<file path="config.mk">
export PLATFORM = sky130hd
export DESIGN_NAME = spi_master_chan
export DESIGN_NICKNAME = d
export VERILOG_FILES = /design/src/rtl/spi_chan_pkg.sv /design/src/rtl/spi_clk_div.sv /design/src/rtl/spi_shift_eng.sv /design/src/rtl/spi_rx_hold.sv /design/src/rtl/spi_master_chan.sv
export SDC_FILE = /design/constraint.sdc
export NUM_CORES = 1
export LEC_CHECK = 0
export BUFFER_PORTS_ARGS = -buffer_cell sky130_fd_sc_hd__buf_2
export CAP_MARGIN = 20
export CORE_ASPECT_RATIO = 0.75
export CORE_MARGIN = 2
export CORE_UTILIZATION = 40
export CTS_CLUSTER_SIZE = 28
export DETAILED_ROUTE_END_ITERATION = 7
export HOLD_SLACK_MARGIN = 0.03
export PLACE_DENSITY = 0.64
export SETUP_SLACK_MARGIN = 0.1
export SYNTH_ARGS = -nofsm -noshare
export SYNTH_HDL_FRONTEND = slang
export SYNTH_SLANG_ARGS = --single-unit
</file>
<file path="constraint.sdc">
create_clock -name clk -period 10.6 [get_ports clk]
set_input_delay 0 -clock clk [delete_from_list [all_inputs] [get_ports clk]]
set_output_delay 0 -clock clk [all_outputs]
set_load 0.005 [all_outputs]
</file>
<file path="src/rtl/spi_chan_pkg.sv">
package spi_chan_pkg;

  typedef enum logic [1:0] {
    ENG_IDLE  = 2'd0,
    ENG_SHIFT = 2'd1,
    ENG_DONE  = 2'd2
  } eng_state_e;

  // Word length code to bit count; codes 2 and 3 both select 32 bits.
  function automatic int unsigned wlen_bits(input logic [1:0] code);
    case (code)
      2'd0:    return 8;
      2'd1:    return 16;
      default: return 32;
    endcase
  endfunction

endpackage

</file>
<file path="src/rtl/spi_clk_div.sv">
module spi_clk_div #(
  parameter int DIV_W = 12
) (
  input  logic             clk,
  input  logic             rst_n,
  input  logic             run,
  input  logic [DIV_W-1:0] div,
  output logic             tick
);

  logic [DIV_W-1:0] cnt_q, cnt_d;
  logic             at_end;

  assign at_end = (cnt_q == div);
  assign tick   = run && at_end;

  always_comb begin
    if (!run)        cnt_d = '0;
    else if (at_end) cnt_d = '0;
    else             cnt_d = cnt_q + 1'b1;
  end

  always_ff @(posedge clk or negedge rst_n) begin
    if (!rst_n) cnt_q <= '0;
    else        cnt_q <= cnt_d;
  end

endmodule

</file>
<file path="src/rtl/spi_shift_eng.sv">
module spi_shift_eng
  import spi_chan_pkg::*;
#(
  parameter int DATA_W = 32,
  parameter int NBW    = $clog2(DATA_W) + 1
) (
  input  logic              clk,
  input  logic              rst_n,
  input  logic              chan_en,
  input  logic              tick,
  input  logic [1:0]        mode,
  input  logic [NBW-1:0]    nbits,
  input  logic              tx_full,
  input  logic [DATA_W-1:0] tx_buf,
  input  logic              miso,
  output logic              load,
  output logic              run,
  output logic              sclk,
  output logic              mosi,
  output logic              cs_act,
  output logic              push,
  output logic [DATA_W-1:0] push_word
);

  localparam int EW = NBW + 1;
  localparam logic [NBW-1:0] FULL_W = NBW'(DATA_W);

  eng_state_e        state_q, state_d;
  logic [DATA_W-1:0] sh_q, sh_d;
  logic [DATA_W-1:0] rsh_q, rsh_d;
  logic [EW-1:0]     edge_q, edge_d;
  logic              lvl_q, lvl_d;
  logic [EW-1:0]     edge_end;
  logic [NBW-1:0]    shamt;
  logic              cpol, cpha, lead, sample_now;

  assign cpol       = mode[1];
  assign cpha       = mode[0];
  assign edge_end   = {nbits, 1'b0};
  assign shamt      = FULL_W - nbits;
  assign lead       = ~edge_q[0];
  assign sample_now = lead ^ cpha;

  always_comb begin
    state_d = state_q;
    sh_d    = sh_q;
    rsh_d   = rsh_q;
    edge_d  = edge_q;
    lvl_d   = lvl_q;
    load    = 1'b0;
    push    = 1'b0;
    case (state_q)
      ENG_IDLE: begin
        if (chan_en && tx_full) begin
          load    = 1'b1;
          sh_d    = tx_buf << shamt;
          rsh_d   = '0;
          edge_d  = '0;
          lvl_d   = 1'b0;
          state_d = ENG_SHIFT;
        end
      end
      ENG_SHIFT: begin
        if (tick) begin
          if (edge_q == edge_end) begin
            state_d = ENG_DONE;
          end else begin
            lvl_d  = ~lvl_q;
            edge_d = edge_q + 1'b1;
            if (sample_now)        rsh_d = {rsh_q[DATA_W-2:0], miso};
            else if (edge_q != '0) sh_d  = sh_q << 1;
          end
        end
      end
      ENG_DONE: begin
        push    = 1'b1;
        state_d = ENG_IDLE;
      end
      default: state_d = ENG_IDLE;
    endcase
  end

  always_ff @(posedge clk or negedge rst_n) begin
    if (!rst_n) begin
      state_q <= ENG_IDLE;
      sh_q    <= '0;
      rsh_q   <= '0;
      edge_q  <= '0;
      lvl_q   <= 1'b0;
    end else begin
      state_q <= state_d;
      sh_q    <= sh_d;
      rsh_q   <= rsh_d;
      edge_q  <= edge_d;
      lvl_q   <= lvl_d;
    end
  end

  assign run       = (state_q == ENG_SHIFT) && chan_en;
  assign sclk      = lvl_q ^ cpol;
  assign mosi      = sh_q[DATA_W-1];
  assign cs_act    = (state_q != ENG_IDLE);
  assign push_word = rsh_q;

endmodule

</file>
<file path="src/rtl/spi_rx_hold.sv">
module spi_rx_hold #(
  parameter int DATA_W = 32
) (
  input  logic              clk,
  input  logic              rst_n,
  input  logic              push,
  input  logic [DATA_W-1:0] push_word,
  input  logic              rd,
  output logic [DATA_W-1:0] rx_data,
  output logic              rx_valid,
  output logic              rx_overrun
);

  logic              valid_q, valid_d;
  logic              ovr_q, ovr_d;
  logic [DATA_W-1:0] data_q;

  always_comb begin
    valid_d = push | (valid_q & ~rd);
    ovr_d   = (push & valid_q & ~rd) | (ovr_q & ~rd);
  end

  always_ff @(posedge clk or negedge rst_n) begin
    if (!rst_n) begin
      valid_q <= 1'b0;
      ovr_q   <= 1'b0;
      data_q  <= '0;
    end else begin
      valid_q <= valid_d;
      ovr_q   <= ovr_d;
      if (push) data_q <= push_word;
    end
  end

  assign rx_data    = data_q;
  assign rx_valid   = valid_q;
  assign rx_overrun = ovr_q;

endmodule

</file>
<file path="src/rtl/spi_master_chan.sv">
module spi_master_chan
  import spi_chan_pkg::*;
#(
  parameter int DATA_W    = 32,
  parameter int DIV_LO_W  = 4,
  parameter int DIV_EXT_W = 8
) (
  input  logic                 clk,
  input  logic                 rst_n,
  input  logic                 chan_en,
  input  logic [1:0]           cfg_mode,
  input  logic [1:0]           cfg_wlen,
  input  logic                 cfg_cs_high,
  input  logic [DIV_LO_W-1:0]  cfg_div_lo,
  input  logic [DIV_EXT_W-1:0] cfg_div_ext,
  input  logic                 cs_force,
  input  logic                 tx_wr,
  input  logic [DATA_W-1:0]    tx_data,
  output logic                 tx_ready,
  input  logic                 rx_rd,
  output logic [DATA_W-1:0]    rx_data,
  output logic                 rx_valid,
  output logic                 rx_overrun,
  output logic                 sclk,
  output logic                 mosi,
  input  logic                 miso,
  output logic                 cs_out
);

  localparam int DIV_W = DIV_LO_W + DIV_EXT_W;
  localparam int NBW   = $clog2(DATA_W) + 1;

  // Reset: asserted asynchronously, released on the clock.
  logic [1:0] rst_pipe;
  logic       rst_q_n;

  always_ff @(posedge clk or negedge rst_n) begin
    if (!rst_n) rst_pipe <= 2'b00;
    else        rst_pipe <= {rst_pipe[0], 1'b1};
  end
  assign rst_q_n = rst_pipe[1];

  // Transmit holding register.
  logic              tx_full_q, tx_full_d;
  logic [DATA_W-1:0] tx_buf_q;
  logic              accept, load;

  assign accept = tx_wr && !tx_full_q;

  always_comb tx_full_d = accept | (tx_full_q & ~load);

  always_ff @(posedge clk or negedge rst_q_n) begin
    if (!rst_q_n) tx_full_q <= 1'b0;
    else          tx_full_q <= tx_full_d;
  end

  always_ff @(posedge clk) begin
    if (accept) tx_buf_q <= tx_data;
  end

  assign tx_ready = ~tx_full_q;

  // Serial clock divider.
  logic [DIV_W-1:0] div_full;
  logic             run, tick;

  assign div_full = {cfg_div_ext, cfg_div_lo};

  spi_clk_div #(.DIV_W(DIV_W)) u_div (
    .clk   (clk),
    .rst_n (rst_q_n),
    .run   (run),
    .div   (div_full),
    .tick  (tick)
  );

  // Shift engine.
  logic [NBW-1:0]    nbits;
  logic              cs_act, push;
  logic [DATA_W-1:0] push_word;

  assign nbits = NBW'(wlen_bits(cfg_wlen));

  spi_shift_eng #(.DATA_W(DATA_W), .NBW(NBW)) u_eng (
    .clk       (clk),
    .rst_n     (rst_q_n),
    .chan_en   (chan_en),
    .tick      (tick),
    .mode      (cfg_mode),
    .nbits     (nbits),
    .tx_full   (tx_full_q),
    .tx_buf    (tx_buf_q),
    .miso      (miso),
    .load      (load),
    .run       (run),
    .sclk      (sclk),
    .mosi      (mosi),
    .cs_act    (cs_act),
    .push      (push),
    .push_word (push_word)
  );

  // Receive register and flags.
  spi_rx_hold #(.DATA_W(DATA_W)) u_rx (
    .clk        (clk),
    .rst_n      (rst_q_n),
    .push       (push),
    .push_word  (push_word),
    .rd         (rx_rd),
    .rx_data    (rx_data),
    .rx_valid   (rx_valid),
    .rx_overrun (rx_overrun)
  );

  // Chip select with programmable level.
  logic cs_on;
  assign cs_on  = cs_act | cs_force;
  assign cs_out = cfg_cs_high ? cs_on : ~cs_on;

endmodule

</file>
# Word level (Yosys, flattened, before mapping)
# Index checks and enable logic that the tools add are counted.
# W data, S select, Z words.
# op_classes
n_reduce_logical	14
addsub	3
n_eq_ne	12
shifts	1
muxes	30
bitwise	17
# op_table
cell	count
$mux W32	9
$pmux W32 S2	2
$shl A32 B6 Y32	1
$mux W12	2
$mux W7	3
$pmux W7 S2	1
$add A12 B1 Y12 const B	1
$eq A12 B12 Y1	1
$pmux W6 S2	1
$ne A2 B1 Y1 const B	4
$add A7 B1 Y7 const B	1
$eq A7 B7 Y1	1
$mux W1	7
$reduce_bool A7 Y1	1
$mux W2	3
$ne A2 B2 Y1 const B	3
$not A1 Y1	6
$reduce_and A6 Y1	1
$sub A6 B6 Y6 const A	1
$and A1 B1 Y1	5
$reduce_and A5 Y1	1
$eq A2 B1 Y1 const B	2
$logic_and A1 B1 Y1	4
$logic_not A2 Y1	2
other kinds (9)	14
# totals
reg_bits	155
input_bits	56
elab_cells	89
out_inout_bits	38

# Longest topological paths before layout
# Gate-level depths: netlist of the first run.
# depth
depth_word	6
ltp_mapped	9
depth_no_buf	7

# By module
# A second synthesis of the first run with hierarchy kept.
# unflattened
cells_unflattened	700
hier_area_um2	8124.0
# modules_own_cells
mod	area_each_um2	cells_per_inst	n_inst	seq_area_each_um2
spi_shift_eng	4913.5	508	1	1851.8
spi_rx_hold	1407.6	74	1	850.8
spi_master_chan	1089.8	45	1	1036.0
spi_clk_div	713.2	73	1	300.3

# Least setup slack after synthesis of the first run
# Ideal clock, no wire load.
# synth_path
path_type	reg2reg
start	register tx_full_q
end	register tx_buf_q[0], enable pin
required_ns	10.175
arrival_ns	1.860
period_less_slack_ns	2.285
setup_ns	0.425
n_path_buf	0
setup_slack_ns	8.315
path_stages_with_launch	2
cell_sequence	dfrtp_1 > nor2b_1
# synth_via
elab_chain_cells	2
# synth_lines
item	line_no	rtl
start: declaration	spi_master_chan.sv:44	logic tx_full_q, tx_full_d;
start signal: assignment	spi_master_chan.sv:54	else tx_full_q <= tx_full_d;
$logic_not A1 Y1	spi_master_chan.sv:48	assign accept = tx_wr && !tx_full_q;
$logic_and A1 B1 Y1	spi_master_chan.sv:48	
via accept	spi_master_chan.sv:46	logic accept, load;
end signal: assignment	spi_master_chan.sv:58	if (accept) tx_buf_q <= tx_data;
end: declaration	spi_master_chan.sv:45	logic [DATA_W-1:0] tx_buf_q;
# The timed path passes the listed nets, and every way through them passes these cells.
# A chain may end at the register's enable or synchronous reset.

# Final worst setup path of the first run
# layout_path
start	register u_div.cnt_q[0]
end	register u_eng.sh_q[13]
# layout_via
elab_chain_cells	4
# layout_lines
item	line_no	rtl
start: declaration	spi_clk_div.sv:11	logic [DIV_W-1:0] cnt_q, cnt_d;
start signal: assignment	spi_clk_div.sv:25	else cnt_q <= cnt_d;
$eq A12 B12 Y1	spi_clk_div.sv:14	assign at_end = (cnt_q == div);
$logic_and A1 B1 Y1	spi_clk_div.sv:15	assign tick = run && at_end;
$ne A2 B2 Y1 (no source line)	n/a	
$reduce_and A6 Y1 (no source line)	n/a	
end signal: assignment	spi_shift_eng.sv:86	sh_q <= '0;
end signal: assignment	spi_shift_eng.sv:92	sh_q <= sh_d;
end: declaration	spi_shift_eng.sv:29	logic [DATA_W-1:0] sh_q, sh_d;
# No other way between the ends.

==> flow_metrics.env, run 1 <==
export IMPL_grt_max_degree=68
export IMPL_first_pass_iters=6
export IMPL_irDropWorstVdd_mv=0.1069
export IMPL_worst_ep_arrival_time_ns=2.77
export IMPL_grt_pass1_vias=4625
export IMPL_gp_congestion=0.8083
export IMPL_endpoint_kind="flip-flop"
export IMPL_avgRoutedWirePerCell_um=16.57
export IMPL_netlist_instances=533
export IMPL_die_w_um=155.2
export IMPL_ys_seq_area_share_pct=58.92
export IMPL_met1_length_um=6882
export IMPL_synth_distinct_cells=51
export IMPL_placementRows=41
export IMPL_maxUsedRoutingLayer="met4"
export IMPL_clockBufferDepth=2
export IMPL_dr_wl_met2_um=7010
export IMPL_synth_edf_count=32
export IMPL_clkSinkCount=155
export IMPL_crit_fanout=32
export IMPL_ctsResizeCount=0
export IMPL_rsz0062_at_grt="no"
export IMPL_n_antenna_cell=0
export IMPL_portBuffers=93
export IMPL_hp_start="chan_en"
export IMPL_synth_seq_cells=155
export IMPL_worstHoldPathType="primary input to flip-flop"
export IMPL_cts_hold_fix_buffers=37
export IMPL_start_util_pct=40.87
export IMPL_placeableCoreArea_um2=16770
export IMPL_final_cell_mix="dfrtp_1, buf_2, nand2_1, nor2_1, dlygate4sd3_1"
export IMPL_vias=4548
export IMPL_fin_crit_sh_pct=23.21
export IMPL_drc=0
export IMPL_drtIter0Drc=325
export IMPL_nNetsFinal=715
export IMPL_synth_nets=592
export IMPL_maxSlewHeadroom_pct=34.97
export IMPL_final_setup_tns_ns=0
export IMPL_h_tree_depth=4
export IMPL_dieArea_um2=18210
export IMPL_drive_gt1_share_pct=30.94
export IMPL_p_per_area_nw_per_um2=166.3
export IMPL_setup_viol=0
export IMPL_synth_async_reset_ratio_pct=79.35
export IMPL_cts_tree="yes"
export IMPL_area_delta_synth_final_pct=22.23
export IMPL_final_antenna_net_count=0
export IMPL_final_common_cell="dfrtp_1"
export IMPL_root_buffer="clkbuf_16"
export IMPL_wirelength_um=14650
export IMPL_yosysWarningCount=0
export IMPL_track_usage_pct=16.77
export IMPL_path_clk_slew_ns=0.06
export IMPL_grt_antenna_before_repair=0
export IMPL_syn_area_per_cell_um2=12.86
export IMPL_crit_required_ns=10.91
export IMPL_drv_slew=0
export IMPL_critPathKind="flip-flop to flip-flop"
export IMPL_hold_ws_ns=0.06730
export IMPL_cts_setup_buffers=0
export IMPL_routed_wl_met3_um=589
export IMPL_min_period_ns=2.461
export IMPL_insertion_delay_ns=0.42
export IMPL_worstReg2RegStart="u_div.cnt_q[0]$_DFF_PN0_"
export IMPL_grt_pass1_wl_um=23980
export IMPL_tightest_slew_ns=0.9731
export IMPL_status="completed"
export IMPL_ios=94
export IMPL_cp_startpoint="u_div.cnt_q[0]$_DFF_PN0_"
export IMPL_fmax_ghz=0.4064
export IMPL_max_cap_violations=0
export IMPL_start_kind="flip-flop"
export IMPL_grt_overflow_total=0
export IMPL_hold_violations=0
export IMPL_leakage_nw=4.010
export IMPL_die_y_um=117.4
export IMPL_synth_ff_type="dfrtp_1"
export IMPL_syn_area_um2=6855
export IMPL_via_per_inst=5.145
export IMPL_post_dp_hpwl_um=9170
export IMPL_cts_buffers=17
export IMPL_fin_worst_skew_ns=0.01216
==> critical path: stages, from the launching register on <==
cell and delay (ns):
dfrtp_1 0.43, xor2_1 0.19, nor4_4 0.40, nand4_1 0.22, a21oi_4 0.21, buf_4 0.51, mux2_1 0.37
==> cell families (layout without fill, tap and decap cells) <==
kind of cell               after synthesis  after routing  synth area share, %
AOI/OAI and AO/OA                       84             84                9.911
xor gates and xnor gates                25             25                3.194
adders and majority gates                3              3               0.5476
buffers and inverters                   43            179                3.486
DFF                                    155            155                58.92
muxes                                   72             72                13.25
other                                    1              1              0.05470
and+or+nand+nor                        150            150                10.64
==> final timing paths <==
kind | to | slack, ns | cells after the start
worst max-delay path | u_eng.sh_q[13]$_DFFE_PN0P_ | 8.14 | 6
worst min-delay path | tx_full_q$_DFF_PN0_ | 0.07 | 4
worst max register to register | u_eng.sh_q[13]$_DFFE_PN0P_ | 8.14 | 6
worst min register to register | u_eng.sh_q[31]$_DFFE_PN0P_ | 0.37 | 0
max in group asynchronous | u_rx.rx_data[2]$_DFFE_PN0P_ | 8.94 | 1
min in group asynchronous | u_eng.sh_q[31]$_DFFE_PN0P_ | 0.37 | 0
==> cell usage after synthesis (8+ instances only) <==
| cell type | n | area (um2) |
|---|---|---|
| dfrtp_1 | 123 | 3078 |
| nand2_1 | 46 | 172.7 |
| nor2_1 | 44 | 165.2 |
| a22o_1 | 33 | 289.0 |
| edfxtp_1 | 32 | 960.9 |
| mux2_2 | 32 | 360.4 |
| nand3_1 | 31 | 155.2 |
| mux2_4 | 29 | 435.4 |
| xor2_1 | 21 | 183.9 |
| o21ai_0 | 15 | 75.07 |
| clkbuf_1 | 12 | 45.04 |
| inv_1 | 10 | 37.54 |
| a21oi_1 | 9 | 45.04 |
| mux2i_1 | 9 | 90.09 |
| a221oi_1 | 8 | 70.07 |
| buf_6 | 8 | 90.09 |
==> power breakdown <==
part           switching, mW  leakage (nW)  internal, mW
logic                 0.0520          1.78        0.0801
registers             0.0277          1.95         0.646
clock network          0.260         0.279         0.328
total                  0.339          4.01          1.05
==> per-stage QoR <==
stage	instances	total power [mW]	cell area (um2)	util (%)	worst slack, ns
6_report	884	1.393	8379	49.95	8.139
5_1_grt	884	1.456	8379	49.95	8.014
4_1_cts	884	1.410	8379	49.95	8.139
3_5_place_dp	815	0.8059	7446	44.39	8.153
3_3_place_gp	815	0.7988	7446	44.39	8.243
2_1_floorplan	533	0.7702	6855	-	6.920
==> layout make-up <==
class | count | area, um2
fill | 1475 | 8396
sequential | 155 | 4043
multi-input combinational | 335 | 2582
timing repair buffer | 136 | 880.8
clock buffer | 17 | 425.4
tap | 215 | 269.0
clock inverter | 15 | 137.6
inverter | 11 | 41.29
==> routing by layer <==
layer  vias to the layer above  track usage (%)
met5                         -                0
met4                         0            5.613
met3                        12            4.287
met2                        93            26.31
met1                      2280            22.77
li1                       2163                -
==> flip-flops by register name (all words and copies together) (netlist names) <==
signal,flops
rst_pipe,2
tx_buf_q,32
tx_full_q,1
u_div.cnt_q,12
u_eng.edge_q,7
u_eng.lvl_q,1
u_eng.push_word,32
u_eng.sh_q,32
u_eng.state_q,2
u_rx.rx_data,32
u_rx.rx_overrun,1
u_rx.rx_valid,1
Power figures use the tool's default switching activity.
==> run 2, diff against run 1 <==
--- a/config.mk
+++ b/config.mk
@@ -5,6 +5,7 @@
 export SDC_FILE = /design/constraint.sdc
 export NUM_CORES = 1
 export LEC_CHECK = 0
+export ABC_AREA = 1
 export BUFFER_PORTS_ARGS = -buffer_cell sky130_fd_sc_hd__buf_2
 export CAP_MARGIN = 20
 export CORE_ASPECT_RATIO = 0.75
@@ -13,7 +14,7 @@
 export CTS_CLUSTER_SIZE = 28
 export DETAILED_ROUTE_END_ITERATION = 7
 export HOLD_SLACK_MARGIN = 0.03
-export PLACE_DENSITY = 0.64
+export PLACE_DENSITY = 0.66
 export SETUP_SLACK_MARGIN = 0.1
 export SYNTH_ARGS = -nofsm -noshare
 export SYNTH_HDL_FRONTEND = slang
==> constraint.sdc (replaced) <==
create_clock -name clk -period 2.1 [get_ports clk]
set_input_delay 0 -clock clk [delete_from_list [all_inputs] [get_ports clk]]
set_output_delay 0 -clock clk [all_outputs]
set_load 0.005 [all_outputs]
==> flow_metrics.env, run 2 <==
export IMPL_crit_path_frequent_cell="nand2_1"
export IMPL_n_antenna_cell=0
export IMPL_cts_tree="yes"
export IMPL_synth_top_cell_area_share_pct=43.07
export IMPL_final_antenna_net_count=0
export IMPL_path_clk_slew_ns=0.07
export IMPL_grt_overflow_total=0
export IMPL_final_cell_mix="nand2_1, dfrtp_1, nand3_1, buf_2, nor2_1"
export IMPL_placeableCoreArea_um2=17550
export IMPL_drv_slew=0
export IMPL_ys_top_cells_by_count="nand2_1, dfrtp_1, nand3_1"
export IMPL_yosysTopAreaCell="dfrtp_1"
export IMPL_post_dp_hpwl_um=10290
export IMPL_avgRoutedWirePerCell_um=13.40
export IMPL_ys_seq_area_share_pct=56.52
export IMPL_area_delta_synth_final_pct=23.62
export IMPL_netlist_instances=841
export IMPL_worstHoldPathType="primary input to flip-flop"
export IMPL_crit_buf_inv=1
export IMPL_yosys_top_cells_area="dfrtp_1, nand2_1, edfxtp_1"
export IMPL_crit_required_ns=2.42
export IMPL_insertion_delay_ns=0.43
export IMPL_cts_buffers=17
export IMPL_synth_ff_type="dfrtp_1"
export IMPL_dieArea_um2=18960
export IMPL_syn_area_um2=7146
export IMPL_hold_end="u_eng.state_q[1]$_DFFE_PN0P_"
export IMPL_nNetsFinal=1024
export IMPL_grt_antenna_before_repair=0
export IMPL_clkSinkCount=155
export IMPL_fillerInstances=1691
export IMPL_hp_start="cfg_div_ext[6]"
export IMPL_root_buffer="clkbuf_16"
export IMPL_clockBufferDepth=2
export IMPL_tightest_slew_ns=0.5825
export IMPL_cp_startpoint="u_div.cnt_q[3]$_DFF_PN0_"
export IMPL_grt_max_degree=66
export IMPL_crit_family="simple AND/OR/NAND/NOR gates"
export IMPL_worstReg2RegStart="u_div.cnt_q[3]$_DFF_PN0_"
export IMPL_vias=5796
export IMPL_synth_edf_count=32
export IMPL_synth_seq_cells=155
export IMPL_rsz0062_at_grt="no"
export IMPL_synth_async_reset_ratio_pct=79.35
export IMPL_track_usage_pct=18.51
export IMPL_portBuffers=93
export IMPL_whs_path_depth=6
export IMPL_cts_setup_buffers=0
export IMPL_start_util_pct=40.71
export IMPL_min_period_ns=1.805
export IMPL_ios=94
export IMPL_grt_use_met1_pct=27.00
export IMPL_grt_pass1_wl_um=27660
export IMPL_fmax_ghz=0.5539
export IMPL_syn_area_per_cell_um2=8.497
export IMPL_start_kind="flip-flop"
export IMPL_final_setup_tns_ns=0
export IMPL_drtIter0Drc=532
export IMPL_critPathKind="flip-flop to flip-flop"
export IMPL_irDropWorstVdd_mv=0.4931
export IMPL_gr_max_usage_layer="met1"
export IMPL_grt_use_met3_pct=5.020
export IMPL_cpMaxStageDelayCell="dfrtp_1"
export IMPL_die_y_um=119.8
export IMPL_p_per_area_nw_per_um2=716.6
export IMPL_fin_crit_sh_pct=85.97
export IMPL_via_per_inst=4.751
export IMPL_worst_ep_arrival_time_ns=2.12
export IMPL_wirelength_um=16350
export IMPL_status="completed"
export IMPL_synth_distinct_cells=29
export IMPL_endpoint_kind="flip-flop"
export IMPL_worst_slack_ns=0.2946
export IMPL_path_cells="inv_2 > nand2_1 > nand2_1 > nor2_1 > nand2_1 > nor2_2 > nand3_2 > nand2_4 > nand2_8 > nand2_1 > nand2_1"
export IMPL_max_cap_violations=0
export IMPL_synthMostInstantiatedCell="nand2_1"
export IMPL_die_w_um=158.3
export IMPL_h_tree_depth=4
export IMPL_placementRows=42
export IMPL_use_met2_pct=26.93
export IMPL_drive_gt1_share_pct=16.46
export IMPL_synth_nets=900
export IMPL_yosysWarningCount=0
export IMPL_hold_violations=0
export IMPL_worst_r2r_path_depth=11
export IMPL_r2r_end="u_eng.sh_q[14]$_DFFE_PN0P_"
export IMPL_grt_pass1_vias=5588
export IMPL_regToRegSetupSlack_ns=0.29
export IMPL_crit_fanout=32
export IMPL_gp_congestion=0.8711
export IMPL_max_stage_delay_ns=0.41
export IMPL_leakage_nw=4.379
export IMPL_drc=0
export IMPL_setup_viol=0
export IMPL_maxSlewHeadroom_pct=61.07
export IMPL_fin_worst_skew_ns=0.01029
export IMPL_final_common_cell="nand2_1"
export IMPL_pre_cts_slack_ns=0.2244
export IMPL_first_pass_iters=6
[run 2: cell types whose count changed in the layout (fill, tap and decap cells not counted), moves of 25 or more]
cell / delta
nand2_1: +222
nand3_1: +79
inv_1: +60
a22o_1: -33
nor2_1: +33
mux2_2: -32
mux2_4: -29
o21ai_0: +25
[run 2: cell type report]
| class | instances | area, um2 | share of cell area, % |
|---|---|---|---|
| flip-flops and latches | 155 | 4043 | 45.76 |
| well taps | 242 | 302.8 | 3.428 |
| multi-input cells | 568 | 2604 | 29.48 |
| clock inverters | 15 | 137.6 | 1.558 |
| repair buffers | 147 | 1036 | 11.73 |
| clock buffers | 17 | 425.4 | 4.816 |
| inverters | 76 | 285.3 | 3.229 |
[run 2: what timing repair did]
item / 4_1_cts / 5_1_grt
setup endpoints to repair: 0 / 72
endpoints found under the hold margin: 38 / 0
hold buffers: 38 / 0
gates resized for setup: 0 / 8
[run 2: metrics by stage]
stage | std cells | power [mW] | hold slack [ns] | util [%] | area (um2)
2_1_floorplan | 841 | 3.262 | -0.2956 | - | 7152
5_1_grt | 1220 | 6.581 | 0.07920 | 50.33 | 8833
3_3_place_gp | 1150 | 3.364 | -0.2078 | 44.74 | 7853
4_1_cts | 1220 | 6.398 | 0.04140 | 50.11 | 8796
6_report | 1220 | 6.330 | 0.05460 | 50.33 | 8833
3_5_place_dp | 1150 | 3.365 | -0.2094 | 44.74 | 7853
[run 2: worst register-to-register path, cell delays in order, from the launching register on]
cell     delay [ns]
dfrtp_1        0.41
inv_2          0.07
nand2_1        0.06
nand2_1        0.05
nor2_1         0.11
nand2_1        0.08
nor2_2         0.16
nand3_2        0.15
nand2_4        0.23
nand2_8        0.20
nand2_1        0.13
nand2_1        0.06
[run 2: power breakdown]
group | internal, mW | switching (mW) | total [mW]
Combinational | 0.123 | 0.149 | 0.272
Sequential | 3.08 | 0.00813 | 3.09
Clock | 1.65 | 1.32 | 2.97
Total | 4.85 | 1.48 | 6.33
[run 2: per-layer routing]
layer,up-vias,share of wire [%]
li1,2924,-
met1,2713,49
met2,143,44
met3,16,5.8
met4,0,1.1
met5,-,0
[run 2: worst max-delay path by stage]
| stage | slack [ns] | endpoint | cells past startpoint |
|---|---|---|---|
| after global routing | 0.09 | u_eng.sh_q[16]$_DFFE_PN0P_ | 12 |
| after detailed placement | 0.22 | u_eng.sh_q[24]$_DFFE_PN0P_ | 12 |
| after floorplan | 0.46 | tx_buf_q[0]$_DFFE_PP_ | 1 |
| after CTS | 0.22 | u_eng.sh_q[24]$_DFFE_PN0P_ | 12 |
| after global placement | 0.26 | u_eng.sh_q[19]$_DFFE_PN0P_ | 12 |
| final | 0.29 | u_eng.sh_q[14]$_DFFE_PN0P_ | 11 |
[run 2: cells by family after synthesis]
| kind of cell | synth area share, % |
|---|---|
| mux | 0.4203 |
| flops | 56.52 |
| other cells | 0.05248 |
| buf+inv | 7.529 |
| xor+xnor | 1.961 |
| fa+ha+maj | 0.5254 |
| compound gates | 4.780 |
| simple gates | 28.21 |
